==> config.mk <==
export PLATFORM = sky130hd
export DESIGN_NAME = pkt_slot_tx
export DESIGN_NICKNAME = d
export VERILOG_FILES = /design/src/rtl/pkt_slot_pkg.sv /design/src/rtl/slot_mem.sv /design/src/rtl/slot_req_fifo.sv /design/src/rtl/tx_sequencer.sv /design/src/rtl/pkt_slot_tx.sv
export SDC_FILE = /design/constraint.sdc
export NUM_CORES = 2
export LEC_CHECK = 0
export ABC_AREA = 0
export BUFFER_PORTS_ARGS = -buffer_cell sky130_fd_sc_hd__buf_2
export CAP_MARGIN = 20
export CELL_PAD_IN_SITES_DETAIL_PLACEMENT = 0
export CELL_PAD_IN_SITES_GLOBAL_PLACEMENT = 2
export CORE_UTILIZATION = 45
export CTS_BUF_LIST = sky130_fd_sc_hd__clkbuf_16
export CTS_CLUSTER_DIAMETER = 30
export DETAILED_ROUTE_END_ITERATION = 8
export MAX_ROUTING_LAYER = met4
export PLACE_DENSITY = 0.84
export SETUP_SLACK_MARGIN = 0.4
export SLEW_MARGIN = 30
export SYNTH_ARGS = -nofsm -noshare
export SYNTH_HDL_FRONTEND = slang
export SYNTH_SLANG_ARGS = --single-unit
==> constraint.sdc <==
create_clock -name clk -period 3.05 [get_ports clk]
set_clock_uncertainty 0.05 [all_clocks]
set_input_delay 0 -clock clk [delete_from_list [all_inputs] [get_ports clk]]
set_output_delay 0 -clock clk [all_outputs]
set_load 0.02 [all_outputs]
==> src/rtl/pkt_slot_pkg.sv <==
package pkt_slot_pkg;

  typedef enum logic {SEQ_IDLE = 1'b0, SEQ_SEND = 1'b1} seq_state_e;

  // a frame length is usable when it is nonzero and fits in one slot
  function automatic logic len_in_range(input int unsigned len, input int unsigned cap);
    return (len != 0) && (len <= cap);
  endfunction

  // true on the byte offset that closes a frame of the given length
  function automatic logic is_final_byte(input int unsigned off, input int unsigned len);
    return (off + 1) == len;
  endfunction

endpackage

==> src/rtl/slot_mem.sv <==
module slot_mem #(
  parameter int ADDR_W = 8
) (
  input  logic              clk,
  input  logic              we,
  input  logic [ADDR_W-1:0] waddr,
  input  logic [7:0]        wdata,
  input  logic [ADDR_W-1:0] raddr,
  output logic [7:0]        rdata
);
  localparam int DEPTH = 1 << ADDR_W;

  logic [7:0] store [DEPTH];

  always_ff @(posedge clk) begin
    if (we) store[waddr] <= wdata;
  end

  assign rdata = store[raddr];
endmodule

==> src/rtl/slot_req_fifo.sv <==
module slot_req_fifo #(
  parameter int WIDTH = 9,
  parameter int DEPTH = 2,
  parameter int LVL_W = 2
) (
  input  logic             clk,
  input  logic             rst_n,
  input  logic             push,
  input  logic [WIDTH-1:0] wdata,
  input  logic             pop,
  output logic [WIDTH-1:0] rdata,
  output logic             empty,
  output logic             full,
  output logic [LVL_W-1:0] level
);
  localparam int PTR_W = (DEPTH > 1) ? $clog2(DEPTH) : 1;

  logic [WIDTH-1:0] slots_q [DEPTH];
  logic [PTR_W-1:0] wr_q, rd_q;
  logic [LVL_W-1:0] cnt_q;

  function automatic logic [PTR_W-1:0] ptr_next(input logic [PTR_W-1:0] p);
    return (int'(p) == DEPTH - 1) ? '0 : p + 1'b1;
  endfunction

  assign empty = (cnt_q == '0);
  assign full  = (int'(cnt_q) == DEPTH);
  assign level = cnt_q;
  assign rdata = slots_q[rd_q];

  always_ff @(posedge clk) begin
    if (push) slots_q[wr_q] <= wdata;
  end

  always_ff @(posedge clk) begin
    if (!rst_n) begin
      wr_q  <= '0;
      rd_q  <= '0;
      cnt_q <= '0;
    end else begin
      if (push) wr_q <= ptr_next(wr_q);
      if (pop)  rd_q <= ptr_next(rd_q);
      case ({push, pop})
        2'b10:   cnt_q <= cnt_q + 1'b1;
        2'b01:   cnt_q <= cnt_q - 1'b1;
        default: cnt_q <= cnt_q;
      endcase
    end
  end
endmodule

==> src/rtl/tx_sequencer.sv <==
module tx_sequencer
  import pkt_slot_pkg::*;
#(
  parameter int SLOT_W = 2,
  parameter int OFF_W  = 6,
  parameter int LEN_W  = 7
) (
  input  logic                    clk,
  input  logic                    rst_n,
  input  logic                    head_vld,
  input  logic [SLOT_W-1:0]       head_slot,
  input  logic [LEN_W-1:0]        head_len,
  input  logic                    tx_ready,
  output logic                    head_pop,
  output logic [SLOT_W+OFF_W-1:0] rd_addr,
  output logic                    tx_valid,
  output logic                    tx_last,
  output logic                    frame_done,
  output logic [SLOT_W-1:0]       cur_slot
);
  seq_state_e        st_q;
  logic [OFF_W-1:0]  off_q;
  logic [LEN_W-1:0]  len_q;
  logic [SLOT_W-1:0] slot_q;
  logic              beat;

  assign tx_valid   = (st_q == SEQ_SEND);
  assign tx_last    = tx_valid && is_final_byte(32'(off_q), 32'(len_q));
  assign beat       = tx_valid && tx_ready;
  assign frame_done = beat && tx_last;
  assign head_pop   = (st_q == SEQ_IDLE) && head_vld;
  assign rd_addr    = {slot_q, off_q};
  assign cur_slot   = slot_q;

  always_ff @(posedge clk) begin
    if (!rst_n) begin
      st_q   <= SEQ_IDLE;
      off_q  <= '0;
      len_q  <= '0;
      slot_q <= '0;
    end else begin
      case (st_q)
        SEQ_IDLE: if (head_pop) begin
          slot_q <= head_slot;
          len_q  <= head_len;
          off_q  <= '0;
          st_q   <= SEQ_SEND;
        end
        SEQ_SEND: begin
          if (frame_done) st_q <= SEQ_IDLE;
          else if (beat)  off_q <= off_q + 1'b1;
        end
        default: st_q <= SEQ_IDLE;
      endcase
    end
  end
endmodule

==> src/rtl/pkt_slot_tx.sv <==
module pkt_slot_tx
  import pkt_slot_pkg::*;
#(
  parameter int NUM_SLOTS  = 4,
  parameter int SLOT_BYTES = 64,
  parameter int FIFO_DEPTH = 2,
  parameter int DONE_W     = 4,
  localparam int SLOT_W = (NUM_SLOTS > 1) ? $clog2(NUM_SLOTS) : 1,
  localparam int OFF_W  = (SLOT_BYTES > 1) ? $clog2(SLOT_BYTES) : 1,
  localparam int LEN_W  = $clog2(SLOT_BYTES + 1),
  localparam int LVL_W  = $clog2(FIFO_DEPTH + 1)
) (
  input  logic                    clk,
  input  logic                    rst_n,
  input  logic                    mem_we,
  input  logic [SLOT_W+OFF_W-1:0] mem_addr,
  input  logic [7:0]              mem_wdata,
  input  logic                    start_we,
  input  logic [SLOT_W-1:0]       start_slot,
  input  logic [LEN_W-1:0]        start_len,
  output logic [NUM_SLOTS-1:0]    slot_busy,
  output logic                    req_ready,
  output logic [LVL_W-1:0]        req_level,
  output logic                    overflow,
  input  logic                    ack_we,
  output logic                    done_pending,
  output logic [DONE_W-1:0]       done_count,
  output logic [7:0]              tx_data,
  output logic                    tx_valid,
  output logic                    tx_last,
  input  logic                    tx_ready
);
  localparam int ADDR_W = SLOT_W + OFF_W;
  localparam int ENT_W  = SLOT_W + LEN_W;

  // named internal events, also watched by the checker
  logic                 fifo_push, fifo_pop, fifo_empty, fifo_full;
  logic                 frame_done;
  logic [NUM_SLOTS-1:0] set_mask, done_mask;

  logic [NUM_SLOTS-1:0] busy_q;
  logic                 ovf_q;
  logic [DONE_W-1:0]    done_q;
  logic [ENT_W-1:0]     head_ent;
  logic [ADDR_W-1:0]    rd_addr;
  logic [SLOT_W-1:0]    cur_slot;
  logic                 slot_ok, len_ok, ack_take;

  assign slot_ok   = (int'(start_slot) < NUM_SLOTS) && !busy_q[start_slot];
  assign len_ok    = len_in_range(32'(start_len), SLOT_BYTES);
  assign fifo_push = start_we && slot_ok && len_ok && !fifo_full;
  assign ack_take  = ack_we && (done_q != '0);

  always_comb begin
    for (int i = 0; i < NUM_SLOTS; i++) begin
      set_mask[i]  = fifo_push && (int'(start_slot) == i);
      done_mask[i] = frame_done && (int'(cur_slot) == i);
    end
  end

  slot_req_fifo #(.WIDTH(ENT_W), .DEPTH(FIFO_DEPTH), .LVL_W(LVL_W)) u_fifo (
    .clk(clk), .rst_n(rst_n),
    .push(fifo_push), .wdata({start_slot, start_len}),
    .pop(fifo_pop), .rdata(head_ent),
    .empty(fifo_empty), .full(fifo_full), .level(req_level)
  );

  tx_sequencer #(.SLOT_W(SLOT_W), .OFF_W(OFF_W), .LEN_W(LEN_W)) u_seq (
    .clk(clk), .rst_n(rst_n),
    .head_vld(!fifo_empty),
    .head_slot(head_ent[ENT_W-1:LEN_W]), .head_len(head_ent[LEN_W-1:0]),
    .tx_ready(tx_ready), .head_pop(fifo_pop), .rd_addr(rd_addr),
    .tx_valid(tx_valid), .tx_last(tx_last),
    .frame_done(frame_done), .cur_slot(cur_slot)
  );

  slot_mem #(.ADDR_W(ADDR_W)) u_mem (
    .clk(clk), .we(mem_we), .waddr(mem_addr), .wdata(mem_wdata),
    .raddr(rd_addr), .rdata(tx_data)
  );

  always_ff @(posedge clk) begin
    if (!rst_n) begin
      busy_q <= '0;
      ovf_q  <= 1'b0;
      done_q <= '0;
    end else begin
      busy_q <= (busy_q | set_mask) & ~done_mask;
      if (start_we && fifo_full) ovf_q <= 1'b1;
      case ({frame_done, ack_take})
        2'b10:   if (done_q != '1) done_q <= done_q + 1'b1;
        2'b01:   done_q <= done_q - 1'b1;
        default: done_q <= done_q;
      endcase
    end
  end

  assign slot_busy    = busy_q;
  assign req_ready    = !fifo_full;
  assign overflow     = ovf_q;
  assign done_count   = done_q;
  assign done_pending = (done_q != '0);
endmodule

==> results_dict.tcl <==
set metrics [dict create \
    layout_commonest_cell "edfxtp_1" \
    post_drt_wl_per_cell_um 31.0 \
    syn_area_um2 81800 \
    cts_buffers 389 \
    grt_pass1_wl_um 337000 \
    final_max_slew_viol_count 0 \
    cap_violations 0 \
    syn_avg_cell_area_um2 20.6 \
    fp-row-count 156 \
    synth_top_area_cell "edfxtp_1" \
    vias 46500 \
    final_cells 7687 \
    clockBufferDepth 4 \
    synth_top_area_share 0.758 \
    final_cell_mix "edfxtp_1, buf_4, mux4_2" \
    ys.flop_type "edfxtp_1" \
    synthArstFlopShare 0 \
    crit_path_start_kind "flip-flop" \
    root_buffer "clkbuf_16" \
    slew-limit-headroom 0.346 \
    drt-vias-per-instance 6.04 \
    h-tree-depth 5 \
    start_util 0.453 \
    antenna_found_initial 3 \
    ys_types 69 \
    setup_viol 12 \
    grt_pass1_vias 46900 \
    clock_latency_ps 940 \
    failed_checks "DRC, setup timing" \
    final.setup.worst_slack_ps -975 \
    io_buffers 53 \
    grt-ovfl-total 0 \
    cp.required_ps 3000 \
    end_kind "output port" \
    rsz0062_at_grt "yes" \
    routed_wirelength_um 239000 \
    area_growth_pct 29.4 \
    p_total_w 0.0832 \
    dpl_cell_area_um2 89800 \
    min_period_ps 4030 \
    crit_fanout 6 \
    vdd_ir_drop_max_uv 507 \
    drc 2 \
    finalCritPeriodShare 1.32 \
    pin_count 54 \
    hpwlAfterDp_um 145000 \
    synth_area_leaders "edfxtp_1, mux4_2, mux2i_1" \
    synth_fp_nets 4008 \
    synth_edf_count 2066 \
    critPathArrivalTime_ps 3980 \
    die_area_um2 184000 \
    clk_pin_slew_worst_paths_ps 60 \
    fin_area_um2 106000 \
    numClockSinks 2095 \
    status "finished with violations" \
    netlist_instances 3972 \
    tns_ps -7600 \
    yosysWarnings 0 \
    post-place-ws_ps -836 \
    grt_max_degree 153 \
    ys_seq_area_frac 0.765 \
    gp_congestion 0.952 \
    p_per_area_nw_per_um2 786 \
    die_h_um 428 \
    worstMarginPinSlew_ps 974 \
    drt-pass1-iter-count 8 \
    max_freq_mhz 248 \
    hold_path_class "input port to flip-flop" \
    ant_nets 0 \
    core-area_um2 181000 \
    track_usage 0.265 \
    die_w_um 428 \
    leakagePower_nw 34.9 \
    hold_violations 0 \
    fin_nets 5039 \
    drive_gt1_frac 0.404 \
    dp.cells 6830 \
    drt_iter0_markers 6390 \
    path_class "flip-flop to output port" \
    synth-seq-cells 2095 \
    cts_tree "built" \
]
==> kinds of logic (layout without fill, tap and decap cells) <==
logic type,Yosys count,count (layout),share of synthesized area
buffers and inverters,268,1611,0.0190
AOI/OAI and AO/OA,394,394,0.0337
adders and majority gates,5,5,0.000856
xor gates and xnor gates,10,10,0.00107
DFF,2095,2095,0.765
and+or+nand+nor,562,562,0.0306
muxes,638,638,0.149
other,0,2,0
==> synth_stat cells (15+ instances only) <==
cell         n
edfxtp_1  2066
mux4_2     436
nor2_1     295
mux2i_1    132
clkbuf_1   104
o22ai_1     85
nand2_1     76
a21oi_1     67
buf_2       56
mux2_2      50
o221ai_1    45
nand3_1     43
nor3_1      39
buf_6       38
o21ai_0     37
buf_4       32
a22oi_1     29
dfxtp_1     29
nor2b_1     27
a221oi_1    25
nand4_1     21
mux4_1      19
buf_1       16
inv_1       15
==> repair_timing <==
item | in CTS | in global routing
endpoints found under the hold margin | 2184 | 0
cloned | 9 | 0
setup buffers | 66 | 29
gates resized for setup | 238 | 70
hold buffers | 47 | 0
endpoints found under the setup margin | 15 | 19
pin swaps | 50 | 38
==> report_power, final <==
part	switching [W]	internal, W	total, W
sequential	0.000151	0.0319	0.0320
combinational	0.00418	0.00426	0.00844
clock	0.0147	0.0280	0.0427
total	0.0190	0.0641	0.0832
==> cell type report <==
| cell class | count | area, µm² |
|---|---|---|
| diodes | 2 | 5.00 |
| clock buffers | 396 | 9910 |
| clock inverters | 307 | 3240 |
| fillers | 12500 | 74900 |
| inverters | 17 | 66.3 |
| multi-input cells | 1609 | 18600 |
| flip-flops and latches | 2095 | 62600 |
| well taps | 2370 | 2970 |
| repair buffers | 891 | 8380 |
==> layer usage <==
| metal | wire length, µm | share of wire | global-route usage | vias to the layer above |
|---|---|---|---|---|
| met5 | 0 | 0 | - | - |
| met4 | 11400 | 0.048 | 0.117 | 0 |
| met3 | 25600 | 0.11 | 0.0669 | 534 |
| li1 | - | - | - | 18800 |
| met1 | 87000 | 0.36 | 0.331 | 24100 |
| met2 | 115000 | 0.48 | 0.412 | 3022 |
==> sequential cells by signal (all words and copies together) (netlist names) <==
signal	flops
u_fifo.rd_q	1
u_seq.off_q	6
u_seq.tx_valid	1
u_seq.len_q	7
overflow	1
u_fifo.wr_q	1
u_mem.store	2048
u_fifo.slots_q	18
u_seq.cur_slot	2
done_count	4
u_fifo.level	2
slot_busy	4
==> worst paths after layout <==
check	startpoint	to	slack, ps	depth (start not counted)
worst max register to register	u_seq.off_q[0]$_SDFFE_PN0P_	done_count[3]$_SDFFE_PN0P_	-290	18
worst min register to register	done_count[3]$_SDFFE_PN0P_	done_count[3]$_SDFFE_PN0P_	460	2
worst min-delay path	mem_wdata[7]	u_mem.store[72][7]$_DFFE_PP_	50	2
worst max-delay path	u_seq.off_q[0]$_SDFFE_PN0P_	tx_data[4]	-980	14
==> per-stage QoR <==
| stage | util | hold WS, ps |
|---|---|---|
| final | 0.586 | 51.6 |
| after global routing | 0.586 | 61.7 |
| after CTS | 0.583 | 5.65 |
| after detailed placement | 0.497 | 156 |
| after global placement | 0.497 | 152 |
| after floorplan | - | 48.9 |
==> worst max-delay path: stages (launching register included) <==
cell and delay [ps]:
dfxtp_4 370, buf_12 150, buf_12 150, buf_12 120, buf_12 110, buf_12 130
mux4_2 560, o22ai_4 260, nor3_4 100, nor3_4 210, a311oi_4 70, a311oi_2 370
buf_4 170, o21ai_2 90, buf_6 150
(Power assumes the default switching activity.)
